==> src/rtl/eta_pkg.sv <==
package eta_pkg;
  function automatic int unsigned ceil_div(input int unsigned x, input int unsigned y);
    return (x + y - 1) / y;
  endfunction
endpackage

==> src/rtl/eta_rca_exact.sv <==
module eta_rca_exact #(
  parameter int unsigned W = 12
) (
  input  logic [W-1:0] a_i,
  input  logic [W-1:0] b_i,
  output logic [W-1:0] sum_o,
  output logic         carry_o
);
  logic [W:0] c;

  assign c[0] = 1'b0;

  for (genvar i = 0; i < W; i++) begin : g_fa
    assign sum_o[i] = a_i[i] ^ b_i[i] ^ c[i];
    assign c[i+1]   = (a_i[i] & b_i[i]) | (c[i] & (a_i[i] ^ b_i[i]));
  end

  assign carry_o = c[W];

  always_comb begin
    p_exact_hi_r4: assert ({carry_o, sum_o} == ({1'b0, a_i} + {1'b0, b_i}))
      else $error("upper part inexact");
  end
endmodule

==> src/rtl/eta_ctl_chain.sv <==
module eta_ctl_chain
  import eta_pkg::*;
#(
  parameter int unsigned K   = 20,
  parameter int unsigned GRP = 5
) (
  input  logic [K-1:0] a_i,
  input  logic [K-1:0] b_i,
  output logic [K-1:0] ctl_o
);
  localparam int unsigned NGRP = ceil_div(K, GRP);

  logic [K-1:0]    dbl;
  logic [NGRP-1:0] grp_any;
  logic [NGRP-1:0] enter;

  assign dbl = a_i & b_i;

  // group 0 holds the MSBs of the lower part
  for (genvar g = 0; g < NGRP; g++) begin : g_grp
    localparam int HI = int'(K) - 1 - g * int'(GRP);
    localparam int LO = (HI - int'(GRP) + 1 < 0) ? 0 : HI - int'(GRP) + 1;
    assign grp_any[g] = |dbl[HI:LO];
    if (g == 0) begin : g_first
      assign enter[g] = 1'b0;
    end else begin : g_next
      assign enter[g] = enter[g-1] | grp_any[g-1];
    end
  end

  for (genvar i = 0; i < K; i++) begin : g_cell
    localparam int G_IDX = (int'(K) - 1 - i) / int'(GRP);
    localparam int TOP   = int'(K) - 1 - G_IDX * int'(GRP);
    if (i == TOP) begin : g_lead
      assign ctl_o[i] = enter[G_IDX] | dbl[i];
    end else begin : g_rip
      assign ctl_o[i] = ctl_o[i+1] | dbl[i];
    end
  end

  always_comb begin
    for (int i = 0; i < int'(K); i++) begin
      p_ctl_covers_dbl_r2: assert (!dbl[i] || ctl_o[i])
        else $error("mode bit missing at common one");
    end
    for (int i = 0; i + 1 < int'(K); i++) begin
      p_ctl_monotone_r2: assert (!ctl_o[i+1] || ctl_o[i])
        else $error("mode bit not carried down");
    end
  end
endmodule

==> src/rtl/eta_sum_cells.sv <==
module eta_sum_cells #(
  parameter int unsigned K = 20
) (
  input  logic [K-1:0] a_i,
  input  logic [K-1:0] b_i,
  input  logic [K-1:0] ctl_i,
  output logic [K-1:0] sum_o
);
  for (genvar i = 0; i < K; i++) begin : g_cell
    assign sum_o[i] = ctl_i[i] ? 1'b1 : (a_i[i] ^ b_i[i]);
  end
endmodule

==> src/rtl/eta_adder.sv <==
module eta_adder #(
  parameter int unsigned N_W   = 32,
  parameter int unsigned K_W   = 20,
  parameter int unsigned GRP_W = 5
) (
  input  logic [N_W-1:0] a_i,
  input  logic [N_W-1:0] b_i,
  output logic [N_W-1:0] sum_o,
  output logic           carry_o
);
  localparam int unsigned A_W = N_W - K_W;

  logic [K_W-1:0] a_lo, b_lo, ctl, sum_lo;
  logic [A_W-1:0] a_hi, b_hi, sum_hi;

  assign a_lo = a_i[K_W-1:0];
  assign b_lo = b_i[K_W-1:0];
  assign a_hi = a_i[N_W-1:K_W];
  assign b_hi = b_i[N_W-1:K_W];

  eta_rca_exact #(.W(A_W)) u_hi (
    .a_i(a_hi), .b_i(b_hi), .sum_o(sum_hi), .carry_o(carry_o)
  );

  eta_ctl_chain #(.K(K_W), .GRP(GRP_W)) u_ctl (
    .a_i(a_lo), .b_i(b_lo), .ctl_o(ctl)
  );

  eta_sum_cells #(.K(K_W)) u_lo (
    .a_i(a_lo), .b_i(b_lo), .ctl_i(ctl), .sum_o(sum_lo)
  );

  assign sum_o = {sum_hi, sum_lo};

  always_comb begin
    logic seen;
    seen = 1'b0;
    for (int i = int'(K_W) - 1; i >= 0; i--) begin
      if (a_lo[i] & b_lo[i]) seen = 1'b1;
      if (seen) begin
        p_first_dbl_r2: assert (sum_lo[i])
          else $error("bit below common one not forced");
      end else begin
        p_above_xor_r1: assert (sum_lo[i] == (a_lo[i] ^ b_lo[i]))
          else $error("bit above common one not xor");
      end
    end
    p_clear_low_r3: assert (|(a_lo & b_lo) || (sum_lo == (a_lo ^ b_lo)))
      else $error("low part altered without common one");
  end
endmodule

==> config.mk <==
export PLATFORM = sky130hd
export DESIGN_NAME = eta_adder
export DESIGN_NICKNAME = d
export VERILOG_FILES = /design/src/rtl/eta_pkg.sv /design/src/rtl/eta_rca_exact.sv /design/src/rtl/eta_ctl_chain.sv /design/src/rtl/eta_sum_cells.sv /design/src/rtl/eta_adder.sv
export SDC_FILE = /design/constraint.sdc
export NUM_CORES = 1
export LEC_CHECK = 0
export BUFFER_PORTS_ARGS = -buffer_cell sky130_fd_sc_hd__buf_2
export CORE_MARGIN = 3
export CORE_UTILIZATION = 38
export DETAILED_ROUTE_END_ITERATION = 10
export GPL_ROUTABILITY_DRIVEN = 0
export GPL_TIMING_DRIVEN = 0
export PLACE_DENSITY = 0.91
export SLEW_MARGIN = 20
export SYNTH_ARGS = -nofsm -noshare
export SYNTH_HDL_FRONTEND = slang
export SYNTH_HIERARCHICAL = 1
export SYNTH_SLANG_ARGS = --single-unit
==> constraint.sdc <==
create_clock -name vclk -period 25.6
set_input_delay 7.68 -clock vclk [all_inputs]
set_output_delay 7.68 -clock vclk [all_outputs]
set_load 0.05 [all_outputs]
# --- Yosys cells after proc, flatten, opt, wreduce, memory -nomap -nowiden ---
# Cells that the tools add are included.
totals:
  wordCells: 122
  reg_bits: 0
classes:
  muxes: 20
  bitwise: 99
  reduce_logical: 3
op_table:
  columns: ["op", "count"]
  rows:
  - ["$xor 1x1->1", 43]
  - ["$or 1x1->1", 32]
  - ["$and 1x1->1", 23]
  - ["$and 20x20->20", 1]
  - ["$mux 1", 20]
  - ["$reduce_or 5->1", 3]

# --- Logic depth before layout (Yosys ltp) ---
depth:
  depth_word: 23
  ltp_mapped: 16
  ltp_nobuf: 16

# --- Cells and area by module ---
# The synthesis kept the hierarchy.
by_module_without_submodules:
  columns: ["mod", "cells_each", "area_per_inst_um2", "seq_area_each_um2", "n_inst"]
  rows:
  - ["eta_sum_cells", 40, 300.3, 0.0, 1]
  - ["eta_rca_exact", 22, 270.3, 0.0, 1]
  - ["eta_ctl_chain", 41, 240.2, 0.0, 1]

# --- Worst setup path after synthesis ---
# OpenSTA, ideal clock, no wires.
synth_timing:
  path_type: "input to output"
  start: "in a_i[20]"
  end: "out sum_o[31]"
  t_required_ps: 17920
  stages: 16
  arrival_time_ps: 12260
  path_slack_ps: 5660
  n_path_buf: 0
  path_cell_list: "ha_1 inv_1 fa_1 inv_1 fa_1 fa_1 fa_1 fa_1 fa_1 fa_1 fa_1 fa_1 fa_1 inv_1 fa_1 inv_1"
synth_via:
  elab_chain_len: 22
synth_rtl:
  columns: ["element", "line", "rtl"]
  rows:
  - ["start: declaration", "eta_adder.sv:6", "input logic [N_W-1:0] a_i,"]
  - ["$and 1x1->1 (2 in series)", "eta_rca_exact.sv:15", "assign c[i+1] = (a_i[i] & b_i[i]) | (c[i] & (a_i[i] ^ b_i[i]));"]
  - ["$or 1x1->1", "eta_rca_exact.sv:15", null]
  - ["$and 1x1->1", "eta_rca_exact.sv:15", null]
  - ["$or 1x1->1", "eta_rca_exact.sv:15", null]
  - ["$and 1x1->1", "eta_rca_exact.sv:15", null]
  - ["$or 1x1->1", "eta_rca_exact.sv:15", null]
  - ["$and 1x1->1", "eta_rca_exact.sv:15", null]
  - ["$or 1x1->1", "eta_rca_exact.sv:15", null]
  - ["[5 not listed]", null, null]
  - ["$or 1x1->1", "eta_rca_exact.sv:15", null]
  - ["$and 1x1->1", "eta_rca_exact.sv:15", null]
  - ["$or 1x1->1", "eta_rca_exact.sv:15", null]
  - ["$and 1x1->1", "eta_rca_exact.sv:15", null]
  - ["$or 1x1->1", "eta_rca_exact.sv:15", null]
  - ["$and 1x1->1", "eta_rca_exact.sv:15", null]
  - ["$or 1x1->1", "eta_rca_exact.sv:15", null]
  - ["$xor 1x1->1", "eta_rca_exact.sv:14", "assign sum_o[i] = a_i[i] ^ b_i[i] ^ c[i];"]
  - ["end: declaration", "eta_adder.sv:8", "output logic [N_W-1:0] sum_o,"]
# No other way between the ends.

# --- Worst setup path in the final report ---
# Same ends and word-level chain as after synthesis.

==> impl_summary.log <==
INFO  metric cellPowerDensity = 30.26 nW/um^2
INFO  metric mappedNetlistNets = 179
INFO  metric die_h = 52.19 um
INFO  metric core = 1982 um^2
INFO  metric post-dp-hpwl = 2228 um
INFO  metric final.clkbuf_count = 0
INFO  metric wl_met3 = 360 um
INFO  metric floorplan.rows = 16
INFO  metric post-route-period-util = 78.85%
INFO  metric routed-wl-met2 = 1223 um
INFO  metric numSequentialCells = 0
INFO  metric post-route-cell-area = 1330 um^2
INFO  metric final_hold_vios = 0
INFO  metric timing.fmax = 49.54 MHz
INFO  metric post-place-cells = 227
INFO  metric status = finished clean
INFO  metric worst-slew-pin-transition = 0.4338 ns
INFO  metric netlist-cell-type-count = 17
INFO  metric dpl-instance-area = 1330 um^2
INFO  metric avgSynthCellArea = 7.872 um^2
INFO  metric synthesis.instances = 103
INFO  metric final_net_count = 278
INFO  metric post_layout_nonfiller_instances = 227
INFO  metric crit_top_cell = sky130_fd_sc_hd__fa_1
INFO  metric crit_path_start_kind = primary input
INFO  metric grt_max_degree = 6
INFO  metric number_of_antenna_violations_at_the_first_check_in_global_routing = 0
INFO  metric commonest_non_fill_non_tap_cell_in_the_layout = sky130_fd_sc_hd__buf_2
INFO  metric synth.yosys.warnings = 6
INFO  metric end_point_of_the_most_critical_hold_path = sum_o[20]
INFO  metric synth_top_cell_by_area = sky130_fd_sc_hd__fa_1
INFO  metric irDropWorstVdd = 27.79 uV
INFO  metric grtUsageTotal = 17.23%
INFO  metric worst_hold_startpoint = a_i[20]
INFO  metric most_frequent_cells_in_the_layout = sky130_fd_sc_hd__buf_2 (97), sky130_fd_sc_hd__xnor2_1 (20), sky130_fd_sc_hd__nand2b_1 (20)
INFO  metric worst_path_largest_cell_delay = 0.41 ns
INFO  metric ff_latch_area = 0 um^2
INFO  metric netlist_area = 810.8 um^2
INFO  metric worst-setup-path-type = primary input to primary output
INFO  metric drtPass1Iterations = 4
INFO  metric route.final.wire_length = 2320 um
INFO  metric max_slew_margin = 71.08%
INFO  metric detail_route.wirelength.met1 = 736 um
INFO  metric synth_area_leaders = sky130_fd_sc_hd__fa_1 (27%), sky130_fd_sc_hd__xnor2_1 (22%), sky130_fd_sc_hd__nand2b_1 (15%)
INFO  metric yosysSeqAreaShare = 0%
INFO  metric cts_hold_buffers = 0
INFO  metric drc = 0
INFO  metric grt_pass1_vias = 996
INFO  metric max_cap_violations = 0
INFO  metric antenna_left = 0
INFO  metric routed_wire_length_per_instance = 10.22 um
INFO  metric via_count = 1,060
INFO  metric cts_setup_buffers = 0
INFO  metric required = 17.92 ns
INFO  metric finalCriticalPeriod = 20.19 ns
INFO  metric rsz0062_at_grt = false
INFO  metric fp.dieArea = 2724 um^2
INFO  metric detailedRoute.firstIterationViolations = 10
INFO  metric setup_viol = 0
INFO  metric initial_utilization = 40.91%
INFO  metric cts_resized = 0
INFO  metric grt_first_pass_wirelength = 3795 um
INFO  metric gr-total-overflow = 0
INFO  metric area_growth_from_synthesis_to_final_layout = 64.04%
INFO  metric path_max_fanout = 1
INFO  metric die_w = 52.19 um
INFO  metric synth.top_cell.area_share = 27.16%
INFO  metric post_drt_via_cell_ratio = 4.670
INFO  metric layout.core_utilization = 67.11%
INFO  metric i_o_pins = 97
INFO  metric final-max-slew-violation-count = 0
INFO  metric top_signal_layer_used = met3
INFO  metric worst_hold_path_cells = 3
INFO  metric endpoint_kind = primary output
INFO  metric number_of_antenna_cells_inserted = 0
INFO  metric cp.arrival = 12.51 ns
INFO  metric hold_class = primary input to primary output
INFO  metric setup_tns = 0 ns
INFO  metric nFillCells = 180
INFO  metric i_o_buffers = 97
INFO  metric post_route_cells_drive_above_1_share = 50.50%
INFO  metric crit_chain = buf_2, ha_1, inv_1, fa_1, inv_1, fa_1, fa_1, fa_1, fa_1, fa_1, fa_1, fa_1, fa_1, fa_1, inv_1, fa_1, inv_1, buf_2
INFO  metric cellLeakagePower = 0.6470 nW
INFO  metric cp_slowest_cell = sky130_fd_sc_hd__fa_1
-- critical path, delay by kind of cell --
| kind | cells | cell delay, ns |
|---|---|---|
| adders and majority gates | 12 | 4.24 |
| buffers and inverters | 6 | 0.60 |
-- cell usage after synthesis, drive strengths merged --
cell type and instances:
fa 11, nand2 14, nor3 1, inv 14, a222oi 2, nand2b 20
and3 1, or2b 1, ha 1, nand3 6, a21o 3, xnor2 20
and2 2, nand4 3, nor4 1, a22oi 3
-- where the power goes --
part	total (W)	internal (W)	switching, W
Clock	0	0	0
Combinational	0.0000402	0.0000125	0.0000277
Sequential	0	0	0
-- layer usage --
metal,track usage (%),vias up
met5,0,-
met4,0,0
met3,3.134,0
met2,36.19,65
met1,18.39,469
li1,-,526
-- worst max-delay path by stage --
stage	from	to	slack, ns
4_1_cts	a_i[20]	sum_o[31]	5.39
5_1_grt	a_i[20]	sum_o[31]	5.23
6_report	a_i[20]	sum_o[31]	5.41
3_5_place_dp	a_i[20]	sum_o[31]	5.39
2_1_floorplan	a_i[20]	sum_o[31]	5.66
3_3_place_gp	a_i[20]	sum_o[31]	5.48
-- through the flow --
stage	hold WS, ns	setup slack [ns]	power (W)
2_1_floorplan	15.73	5.660	0.00003004
3_3_place_gp	15.80	5.478	0.00003970
3_5_place_dp	15.80	5.391	0.00004056
4_1_cts	15.80	5.391	0.00004064
5_1_grt	15.81	5.229	0.00004352
6_report	15.80	5.414	0.00004024
-- cell type report --
type               instances  area (um^2)  share of cell area, %
inverters                 14        52.55                  3.951
multi-input cells         89        758.2                  57.01
well taps                 27        33.78                  2.540
repair buffers            97        485.5                  36.50
-- logic make-up (layout without fill, tap and decap cells) --
kind of cell	Yosys count	in the layout	share of synthesized area, %
simple gates	49	49	35.19
compound gates	8	8	8.024
buf+inv	14	111	6.481
fa+ha+maj	12	12	28.70
xor+xnor	20	20	21.61
Power figures use the tool's default switching activity.
